### config.mk
export PLATFORM = sky130hd
export DESIGN_NAME = ltc_walker
export DESIGN_NICKNAME = d
export VERILOG_FILES = /design/src/rtl/ltc_walker.sv
export SDC_FILE = /design/constraint.sdc
export NUM_CORES = 1
export LEC_CHECK = 0
export BUFFER_PORTS_ARGS = -buffer_cell sky130_fd_sc_hd__buf_2
export CELL_PAD_IN_SITES_DETAIL_PLACEMENT = 0
export CELL_PAD_IN_SITES_GLOBAL_PLACEMENT = 1
export CORE_ASPECT_RATIO = 1.75
export CORE_MARGIN = 2
export CORE_UTILIZATION = 43
export DETAILED_ROUTE_END_ITERATION = 12
export GPL_TIMING_DRIVEN = 0
export PLACE_DENSITY_LB_ADDON = 0.1
export SLEW_MARGIN = 20
export SYNTH_ARGS = -nofsm -noshare
export SYNTH_HDL_FRONTEND = slang
export SYNTH_SLANG_ARGS = --single-unit
### constraint.sdc
create_clock -name clk -period 3.1 [get_ports clk]
set_clock_uncertainty 0.2 [all_clocks]
set_input_delay 0.31 -clock clk [delete_from_list [all_inputs] [get_ports clk]]
set_output_delay 0.31 -clock clk [all_outputs]
set_load 0.05 [all_outputs]
### src/rtl/ltc_walker.sv
module ltc_walker #(
  parameter int unsigned LANES = 9,
  parameter int unsigned IDX_W = 4
) (
  input  logic             clk,
  input  logic             rst_n,
  input  logic             start_i,
  input  logic [IDX_W-1:0] first_i,
  input  logic [IDX_W-1:0] last_i,
  output logic             accept_o,
  output logic             step_en_o,
  output logic             busy_o,
  output logic             done_o,
  output logic [IDX_W-1:0] first_q_o,
  output logic [IDX_W-1:0] last_q_o,
  output logic [IDX_W-1:0] prev_o,
  output logic [IDX_W-1:0] next_o
);
  localparam logic [IDX_W-1:0] TOP_IDX = IDX_W'(LANES - 1);

  typedef enum logic [1:0] {W_IDLE, W_RUN, W_FIN} wst_e;

  wst_e             st;
  logic             up_q;
  logic [IDX_W-1:0] f_c, l_c;

  function automatic logic [IDX_W-1:0] clamp(logic [IDX_W-1:0] i);
    return (i > TOP_IDX) ? TOP_IDX : i;
  endfunction

  assign f_c       = clamp(first_i);
  assign l_c       = clamp(last_i);
  assign accept_o  = (st == W_IDLE) && start_i;
  assign step_en_o = (st == W_RUN);
  assign busy_o    = (st != W_IDLE);

  always_ff @(posedge clk or negedge rst_n) begin
    if (!rst_n) begin
      st        <= W_IDLE;
      up_q      <= 1'b0;
      done_o    <= 1'b0;
      first_q_o <= '0;
      last_q_o  <= '0;
      prev_o    <= '0;
      next_o    <= '0;
    end else begin
      done_o <= 1'b0;
      case (st)
        W_IDLE: begin
          if (start_i) begin
            first_q_o <= f_c;
            last_q_o  <= l_c;
            prev_o    <= f_c;
            up_q      <= (l_c > f_c);
            if (l_c > f_c)      next_o <= f_c + 1'b1;
            else if (l_c < f_c) next_o <= f_c - 1'b1;
            else                next_o <= f_c;
            st <= (l_c == f_c) ? W_FIN : W_RUN;
          end
        end
        W_RUN: begin
          if (next_o == last_q_o) begin
            st     <= W_IDLE;
            done_o <= 1'b1;
          end else begin
            prev_o <= next_o;
            next_o <= up_q ? next_o + 1'b1 : next_o - 1'b1;
          end
        end
        W_FIN: begin
          st     <= W_IDLE;
          done_o <= 1'b1;
        end
        default: st <= W_IDLE;
      endcase
    end
  end
endmodule

==> flow_summary.ini <==
[detailed_routing]
wl_um = 3080
via_count = 1109
first_pass_iters = 4
drt-initial-drc-count = 13
ant_nets = 0
drc = 0
wire_per_inst_um = 15.3
via_per_inst = 5.52

[synthesis]
ys.flop_type = dfrtp_1
ys_seq_area_frac = 0.377
syn_avg_cell_area_um2 = 9.61
yosysTopAreaCell = dfrtp_1
ys_warn_count = 0
synthTopCellsByCount = 22 x nand2_1, 20 x dfrtp_1, 14 x o21ai_0
synth_area_leaders = dfrtp_1 38%, ha_1 10%, nand2_1 6.2%
synthCells = 138
synth_most_common_cell = nand2_1
synth_fp_nets = 161
ys_seq_elements = 20
synth-edff-count = 0
synth_cell_type_count = 39
syn_area_mm2 = 0.00133
async_reset_ff_frac = 1.00
synth_top_area_frac = 0.377

[grt]
grt_pass1_wl_um = 5220
grt_overflow_total = 0
grt_pass1_vias = 1138
grt_max_degree = 21
grt_util_all_layers = 0.199
antenna_found_initial = 0

[setup_path]
timing.critical_path.buf_inv = 2
crit_type = input pin to flop
cp_cell_sequence = buf_2 -> inv_2 -> nand2_1 -> ha_1 -> nor2b_4 -> o211ai_2 -> nor2b_4 -> o31a_1 -> a221o_1
worstPathRequired_ns = 3.05
path_common_cell = nor2b_4
endpoint_kind = flop
cp_slowest_stage_delay_ns = 0.37
crit_arrival_ns = 2.14
critPathLaunchType = input pin
crit_family = compound AO/OA/AOI/OAI gates
crit_slowest_cell = ha_1
critPathMaxFanout = 8

[clock_network]
cts_tree = done
post-cts-setup-buffers = 0
cts.sinks = 20
cts_hold_buf = 1
cts_resized = 0
cts_buffers = 3
cts-root-buf = clkbuf_8
clock_path_buffers = 2
path_clk_slew_ns = 0.07
htreeDepth = 1
clk_latency_ns = 0.26

[power]
power_density_mw_per_mm2 = 1200
p_leak_uw = 0.000800
peakVddDrop_mv = 0.557
power.total_uw = 1910

[floorplanning]
start_util = 0.453
die_w_um = 46.0
die_h_um = 77.5
boundaryPins = 31
coreArea_mm2 = 0.00293
dieArea_mm2 = 0.00356
core.rowCount = 26

[placed_design]
dpl_cell_area_mm2 = 0.00151
dp_hpwl_um = 2470
io_buffers = 30
gp_congestion = 0.797

[cells_and_area]
fill_cells = 291
multi_input_area_um2 = 785
nNetsFinal = 197
stdcell_area_mm2 = 0.00159
area.growth.synth_to_final_pct = 20.1
layout-drive-gt1-share = 0.301
diodes = 0
regArea_um2 = 500

[sta]
worst_slew_pin_slew_ns = 0.456
rsz0062_at_grt = false
tns_ns = 0
finalSetupViolCount = 0
fin_crit_sh = 0.707
finalHoldViolations = 0
max-slew-margin-rel = 0.696
period_needed_ns = 2.19
drv_slew = 0
fmax_ghz = 0.456

[hold_path]
hold_path.class = input pin to flop

[job]
cap_violations = 0

[status]
status = finished clean
-- final timing paths --
check / startpoint / end / slack [ns] / cells after the start
max: first_i[3] / next_o[1] / 0.91 / 9
min: last_i[3] / last_q_o[3] / 0.15 / 2
max reg2reg: st[1] / prev_o[3] / 1.06 / 6
min reg2reg: first_q_o[2] / first_q_o[2] / 0.27 / 2
max in group asynchronous: rst_n / last_q_o[0] / 2.05 / 2
min in group asynchronous: rst_n / prev_o[3] / 0.33 / 2
-- layout by cell type, fill, tap and decap left out, drive strengths merged, types with 2 or more instances in the layout --
cell	instances
a21o	3
a21oi	3
buf	30
clkbuf	5
dfrtp	20
ha	11
inv	9
mux2	7
nand2	23
nand2b	2
nand3	2
nand4	5
nor2	7
nor2b	4
o211ai	2
o21ai	17
o2bb2ai	2
xnor2	8
-- metrics by stage --
step / instances / worst slack [ns] / hold slack [ns] / util
2_1_floorplan: 138 / 0.869 / -0.186 / -
3_3_place_gp: 196 / 0.639 / 0.0762 / 0.516
3_5_place_dp: 196 / 0.620 / 0.0877 / 0.516
4_1_cts: 201 / 0.908 / 0.141 / 0.544
5_1_grt: 201 / 0.793 / 0.142 / 0.544
6_report: 201 / 0.907 / 0.150 / 0.544
-- flip-flops by register name (all words and copies together) (netlist names) --
signal,flops
first_q_o,4
up_q,1
done_o,1
st,2
last_q_o,4
prev_o,4
next_o,4
-- where the power goes --
part           internal, uW  leakage (uW)  switching (uW)
sequential              373      0.000254             104
clock                   172     0.0000357            88.0
combinational           374      0.000511             801
total                   919      0.000800             993
-- final cells by class --
cell class,instances,area share
multi-input combinational,107,0.493
sequential,20,0.314
timing repair buffer,31,0.101
clock buffer,3,0.0259
tap,28,0.0220
inverter,9,0.0212
clock inverter,1,0.0189
buffer,2,0.00471
-- metal layers --
layer | wire length [um] | global-route usage
met1 | 1270 | 0.231
met2 | 1690 | 0.344
met3 | 71 | 0.0279
met4 | 56 | 0.0771
met5 | 0 | 0
-- kinds of logic after synthesis --
group                    Yosys count  synth area share
AND/OR/NAND/NOR                   46             0.181
buffers and inverters             11            0.0311
flip-flops                        20             0.377
AO/OA/AOI/OAI                     34             0.179
XOR/XNOR                           8            0.0528
adder cells (fa/ha/maj)           12             0.119
multiplexers                       7            0.0594
Note: power is estimated with default switching activity, not from simulation.
